==> config.mk <==
export PLATFORM = sky130hd
export DESIGN_NAME = word_sync_fsm
export DESIGN_NICKNAME = d
export VERILOG_FILES = /design/src/rtl/word_sync_fsm.sv
export SDC_FILE = /design/constraint.sdc
export NUM_CORES = 1
export LEC_CHECK = 0
export CAP_MARGIN = 5
export CORE_UTILIZATION = 26
export DETAILED_ROUTE_END_ITERATION = 16
export PLACE_DENSITY = 0.39
export SLEW_MARGIN = 20
export SYNTH_ARGS = -nofsm -noshare
export SYNTH_HDL_FRONTEND = slang
export SYNTH_SLANG_ARGS = --single-unit
==> constraint.sdc <==
create_clock -name clk -period 7.46 [get_ports clk]
set_input_delay 1.492 -clock clk [delete_from_list [all_inputs] [get_ports clk]]
set_output_delay 1.492 -clock clk [all_outputs]
set_load 0.1 [all_outputs]
==> src/rtl/word_sync_fsm.sv <==
module word_sync_fsm #(
  parameter int CW = 9
) (
  input  logic          clk,
  input  logic          rst_n,
  input  logic [CW-1:0] cfg_acq_need,
  input  logic [CW-1:0] cfg_loss_lim,
  input  logic [CW-1:0] cfg_good_run,
  input  logic          wide_mode,
  input  logic [1:0]    sym_pattern,
  input  logic [1:0]    sym_code_ok,
  input  logic [1:0]    sym_disp_err,
  output logic          sync_ok,
  output logic [1:0]    sync_state,
  output logic [CW-1:0] err_cnt
);
  localparam int XW = CW + 1;

  typedef enum logic [1:0] {S_LOSS = 2'd0, S_ACQ = 2'd1, S_LOCK = 2'd2, S_ERR = 2'd3} st_t;

  st_t           st;
  logic [CW-1:0] acq_q, loss_q, run_q;
  logic [XW-1:0] acq_cnt, good_cnt, errs;

  logic [1:0] lane_on, bad, good, pat;
  logic [XW-1:0] n_bad, n_good, n_pat;
  logic [XW-1:0] acq_sum, err_sum, good_sum;

  assign lane_on = {wide_mode, 1'b1};
  assign bad     = lane_on & (~sym_code_ok | sym_disp_err);
  assign good    = lane_on & ~bad;
  assign pat     = good & sym_pattern;
  assign n_bad   = XW'(bad[0])  + XW'(bad[1]);
  assign n_good  = XW'(good[0]) + XW'(good[1]);
  assign n_pat   = XW'(pat[0])  + XW'(pat[1]);
  assign acq_sum  = acq_cnt + n_pat;
  assign err_sum  = errs + n_bad;
  assign good_sum = good_cnt + n_good;

  always_ff @(posedge clk) begin
    if (!rst_n) begin
      acq_q  <= cfg_acq_need;
      loss_q <= cfg_loss_lim;
      run_q  <= cfg_good_run;
    end
  end

  always_ff @(posedge clk or negedge rst_n) begin
    if (!rst_n) begin
      st       <= S_LOSS;
      acq_cnt  <= '0;
      good_cnt <= '0;
      errs     <= '0;
    end else begin
      case (st)
        S_LOSS, S_ACQ: begin
          if (n_bad != 0) begin
            st      <= S_LOSS;
            acq_cnt <= '0;
          end else if (n_pat != 0) begin
            if (acq_sum >= {1'b0, acq_q}) begin
              st      <= S_LOCK;
              acq_cnt <= '0;
            end else begin
              st      <= S_ACQ;
              acq_cnt <= acq_sum;
            end
          end
          good_cnt <= '0;
          errs     <= '0;
        end
        default: begin
          if (n_bad != 0) begin
            good_cnt <= '0;
            if (err_sum >= {1'b0, loss_q}) begin
              st   <= S_LOSS;
              errs <= '0;
            end else begin
              st   <= S_ERR;
              errs <= err_sum;
            end
          end else if (st == S_ERR) begin
            if (good_sum >= {1'b0, run_q}) begin
              good_cnt <= '0;
              errs     <= errs - 1'b1;
              if (errs == XW'(1)) st <= S_LOCK;
            end else begin
              good_cnt <= good_sum;
            end
          end
        end
      endcase
    end
  end

  assign sync_state = st;
  assign sync_ok    = (st == S_LOCK) || (st == S_ERR);
  assign err_cnt    = errs[CW-1:0];
endmodule


; Word level (Yosys, flattened, before mapping)
; Index checks and enable logic that the tools add are counted.
[word_totals]
reg_bits = 59
input_bits = 36
output_inout_bits = 12
wordCells = 61
[op_classes]
addsub = 7
order_cmp = 3
n_eq_ne = 5
muxes = 21
n_bitwise = 6
reduce_logical = 12
[op_table]
columns = op, count
row1 = two-way mux 10 bit, 12
row2 = adder 10 x 2 -> 10 bit, 3
row3 = >= comparator 10 x 9 -> 1 bit, 3
row4 = nonzero test 10 bit, 2
row5 = two-way mux 2 bit, 9
row6 = "equality test 10 x 1 -> 1 bit, second input constant", 1
row7 = "subtractor 10 x 1 -> 10 bit, second input constant", 1
row8 = nonzero test 3 bit, 3
row9 = adder 1 x 1 -> 2 bit, 3
row10 = bitwise AND 2 bit, 3
row11 = "equality test 2 bit, second input constant", 2
row12 = inverter 2 bit, 2
row13 = AND reduction 2 bit, 2
row14 = AND reduction 4 bit, 1
row15 = "!= test 3 bit, second input constant", 1
row16 = "equality test 2 x 1 -> 1 bit, second input constant", 1
row17 = zero test 2 bit, 1
row18 = bitwise OR 2 bit, 1
row19 = nonzero test 2 bit, 1
row20 = OR reduction 2 bit, 1
row21 = logical OR 1 bit, 1

; Logic depth before layout (Yosys ltp)
[depth]
ltp_word = 13
ltp_mapped = 16
mapped_depth_nobuf = 16

; Worst setup path before layout
; OpenSTA, ideal clock, no wires.
[synth_path]
path_kind = input to register
from = in sym_code_ok[1]
to = reg errs[3]
setup_ns = 0.066
arrival_time_ns = 4.489
required_ns = 7.394
path_slack_ns = 2.905
path_stages = 16
path_buffers = 0
cell_sequence = nor2b_1 > nand2b_1 > ha_1 > ha_1 > inv_1 > fa_1 > nor2_1 > inv_1 > nor3_1 > xor2_1 > ha_1 > a21oi_1 > nand3_1 > a21oi_2 > and2_1 > a221o_1
[synth_via]
elab_chain_len = 10
elab_cells_between_ends = 18
classes_between = 4 x add/sub / 2 x order compare / 3 x mux / 5 x bitwise / 4 x reduce/logical
[synth_rtl]
columns = element, line_no
row1 = start: declaration, 11  ; input logic [1:0] sym_code_ok,
row2 = inverter 2 bit *, 30  ; assign bad = lane_on & (~sym_code_ok | sym_disp_err);
row3 = bitwise OR 2 bit *, 30
row4 = bitwise AND 2 bit *, 30
row5 = inverter 2 bit, 31  ; assign good = lane_on & ~bad;
row6 = bitwise AND 2 bit, 31
row7 = adder 1 x 1 -> 2 bit, 34  ; assign n_good = XW'(good[0]) + XW'(good[1]);
row8 = adder 10 x 2 -> 10 bit, 38  ; assign good_sum = good_cnt + n_good;
row9 = >= comparator 10 x 9 -> 1 bit, 83  ; if (good_sum >= {1'b0, run_q}) begin
row10 = nonzero test 3 bit (no source line), --
row11 = AND reduction 2 bit (no source line), --
row12 = end signal: assignment, 80  ; errs <= err_sum;
row13 = end signal: assignment, 85  ; errs <= errs - 1'b1;
row14 = end: declaration, 23  ; logic [XW-1:0] acq_cnt, good_cnt, errs;
; Mark *: on every way between the ends. The rest lies on a longest branch, timed or not.
; A chain may end at the register's enable or synchronous reset.

; Worst setup path in the final report
[layout_path]
from = in sym_code_ok[1]
to = reg errs[7]
; The elaborated chain is that of the path after synthesis.

==> flow_summary.toml <==
[synth]
yosys_warnings = 0
seq_area_frac_synth_pct = 41.9
yosysUniqueCellTypes = 54
synth_cells = 398
ys_ff_latch = 59
synth_top_area_share_pct = 21.1
synth_area_leaders = "edfxtp_1, dfrtp_1, ha_1"
async_flop_share_pct = 54.2
synth.cell_area_um2 = 3850
ys.flop_type = "dfrtp_1"
yosys.area.top_type = "edfxtp_1"
synth.avg_cell_area_um2 = 9.67
synth_edf_count = 27
synth_nets = 475

[clocking]
cts_made_buffers = 9
htreeDepth = 3
clkSlewWorstSetupHoldPaths_ns = 0.05
postCtsSetupBuffers = 0
cts_tree = "built"
clock_latency_ns = 0.34
cts-root-buf = "clkbuf_16"
clk_path_buf_depth = 2
cts_resized = 0
clock_sinks = 59
cts_hold_buffers = 0

[setup_path]
cp.arrival_ns = 5.65
crit_type = "in2reg"
start_kind = "input port"
worstReg2RegStart = "errs[0]"
worstPathMaxFanout = 9
worst_r2r_path_depth = 13
cp.required_ns = 7.73
timing.rr.end = "errs[7]"
rrSetupSlack_ns = 3.74
crit_path_end_kind = "flop"

[drt]
via_per_inst = 4.65
num_vias = 2905
ant_nets = 0
route.detailed.drc = 0
drt_first_iter_violations = 75
dr.pass1.iters = 5
wl_um = 9070
routedWlPerCell_um = 14.5

[layout]
synthToLayoutAreaGrowth_pct = 22.7
multi_input_area_um2 = 1930
register_area_um2 = 1610
n_fill_cell = 1481
fin_area_um2 = 4720
diodes = 0
drive_gt1_share_pct = 5.44
nets = 513

[die]
start_util_pct = 26.6
fp.dieW_um = 124
rows = 44
die_area_um2 = 15300
num_io_pins = 48
core_um2 = 14500
die_y_um = 124

[global_route]
use_met3_pct = 4.21
grt_pass1_vias = 2873
antenna_found_initial = 0
grt.busiest_layer = "met2"
grtUsageMet1_pct = 16.3
gr-total-overflow = 0
grt_pass1_wl_um = 14800
grt_max_degree = 34
grt_usage_pct = 13.1
grtUsageMet2_pct = 21.4

[sta]
slew_viol_final = 0
finalHoldViolCount = 0
fmax_mhz = 186
period_share_pct = 72.1
setup_viol = 0
setup_tns_ns = 0
timing.slew.headroom_pct = 34.1
clock_skew_ns = 0.00690
finalCriticalPeriod_ns = 5.38
grt_setup_unrepaired = "false"
finalWorstSetupSlack_ns = 2.08
hold_slack_ns = 0.486
tightest_slew_ns = 0.985

[pwr]
total_power_uw = 850
seqPwrFrac_pct = 42.3
vdd_drop_max_mv = 0.131
p_leak_uw = 0.00212
swShare_pct = 23.2
p_switching_uw = 197
powerDensity_nw_per_um2 = 180
pwr-share-comb_pct = 7.9
p_int_uw = 653
clkPwrFrac_pct = 49.8

[hold_path]
hold_start = "good_cnt[0]"
hold_class = "reg2reg"
hold_depth = 2
min_to = "good_cnt[0]"

[placed_design]
place_area_um2 = 4430
gp_congestion = 0.745
dp_slack_ns = 1.69
dp_hpwl_um = 6720
port_buffers = 47

[run_status]
outcome = "finished, final reports clean"

[run]
cap_viol_max_count = 0
## cell families after synthesis
| group | count (synthesis) | synth area share (%) |
|---|---|---|
| xor gates and xnor gates | 27 | 6.15 |
| and+or+nand+nor | 122 | 16.1 |
| buffers and inverters | 68 | 8.03 |
| adders and majority gates | 41 | 13.9 |
| AOI/OAI and AO/OA | 81 | 14.0 |
| DFF | 59 | 41.9 |
## metal layers
metal,up-vias,part of all wire (%)
met5,-,0
met2,32,49
li1,1470,-
met3,7,2.8
met4,0,1.2
met1,1396,47
## synthesized netlist by cell type, types with 2 or more instances
master and n:
xnor2_1 14, a311oi_1 2, nand3_2 2, xor2_1 13, nand3_1 11, clkbuf_1 6
and3_1 6, o22ai_1 3, and2_1 3, a31oi_1 5, nand2b_1 3, buf_4 11
o21ai_1 2, a21oi_1 10, nor3_1 10, nor2b_1 6, a21o_1 4, nor4_1 5
o21bai_1 2, nand2_1 41, a22o_1 3, edfxtp_1 27, buf_2 3, dfrtp_1 32
nor2_1 20, o21ai_0 26, o31ai_1 3, nand4_1 3, or4_1 2, fa_1 3
a221o_1 4, a211oi_1 5, nor3b_1 3, ha_1 38, inv_1 46, a41oi_1 3
## worst max-delay path, stage by stage
cell,delay (ns)
clkdlybuf4s50_1,0.39
nor2b_1,0.15
nand2b_1,0.16
ha_1,0.31
ha_1,0.16
inv_1,0.05
fa_1,0.46
nor2_1,0.33
inv_1,0.12
nor3_1,0.23
xor2_1,0.27
ha_1,0.29
a21oi_1,0.19
nand3_1,0.11
a21oi_2,0.40
and2_1,0.34
a221o_1,0.19
## placed cells by master (no fill, tap or decap), drive strengths merged, types with 3 or more instances in the layout
master / instances
a31oi: 5
xor2: 13
or4: 3
a41oi: 3
fa: 3
clkbuf: 11
and3: 6
clkdlybuf4s50: 47
a22o: 3
ha: 38
a221o: 4
clkinv: 3
nor4: 5
nor2b: 6
nor3: 10
nand2b: 3
o31ai: 3
nand4: 4
dfrtp: 32
nor3b: 3
a21oi: 11
xnor2: 14
a21o: 4
nand3: 13
edfxtp: 27
o22ai: 4
nor2: 20
o21ai: 28
a211oi: 5
nand2: 41
and2: 3
inv: 46
## power groups by stage
stage | Clock (µW) | Sequential (µW) | Combinational (µW)
final | 423 | 359 | 67.4
after global routing | 448 | 360 | 77.2
after CTS | 437 | 360 | 69.7
after detailed placement | 0 | 366 | 69.2
after global placement | 0 | 366 | 67.9
after floorplan | 0 | 367 | 30.5
## worst max path at each step
| stage | from | to | slack, ns | depth (start not counted) |
|---|---|---|---|---|
| 2_1_floorplan | sym_code_ok[1] | errs[3] | 2.90 | 16 |
| 3_3_place_gp | sym_code_ok[1] | errs[3] | 1.70 | 17 |
| 3_5_place_dp | sym_code_ok[1] | errs[7] | 1.69 | 17 |
| 4_1_cts | sym_code_ok[1] | errs[7] | 2.03 | 17 |
| 5_1_grt | sym_code_ok[1] | errs[7] | 1.78 | 17 |
| 6_report | sym_code_ok[1] | errs[7] | 2.08 | 17 |
## through the flow
stage	util (%)	instances
final	32.6	625
after global routing	32.6	625
after CTS	32.6	625
after floorplan	-	398
after detailed placement	30.6	609
after global placement	30.6	609
## final cells by class
class	instances	share of cell area [%]
Timing Repair Buffer	49	10.3
Inverter	46	3.66
Clock inverter	5	1.11
Clock buffer	11	5.14
Multi-Input combinational cell	271	40.8
Tap cell	184	4.88
Sequential cell	59	34.1
## flip-flops by register name, indices dropped and copies added (netlist names)
name        flops
acq_cnt        10
acq_q           9
errs           10
good_cnt       10
loss_q          9
run_q           9
sync_state      2
(Power assumes the default switching activity.)
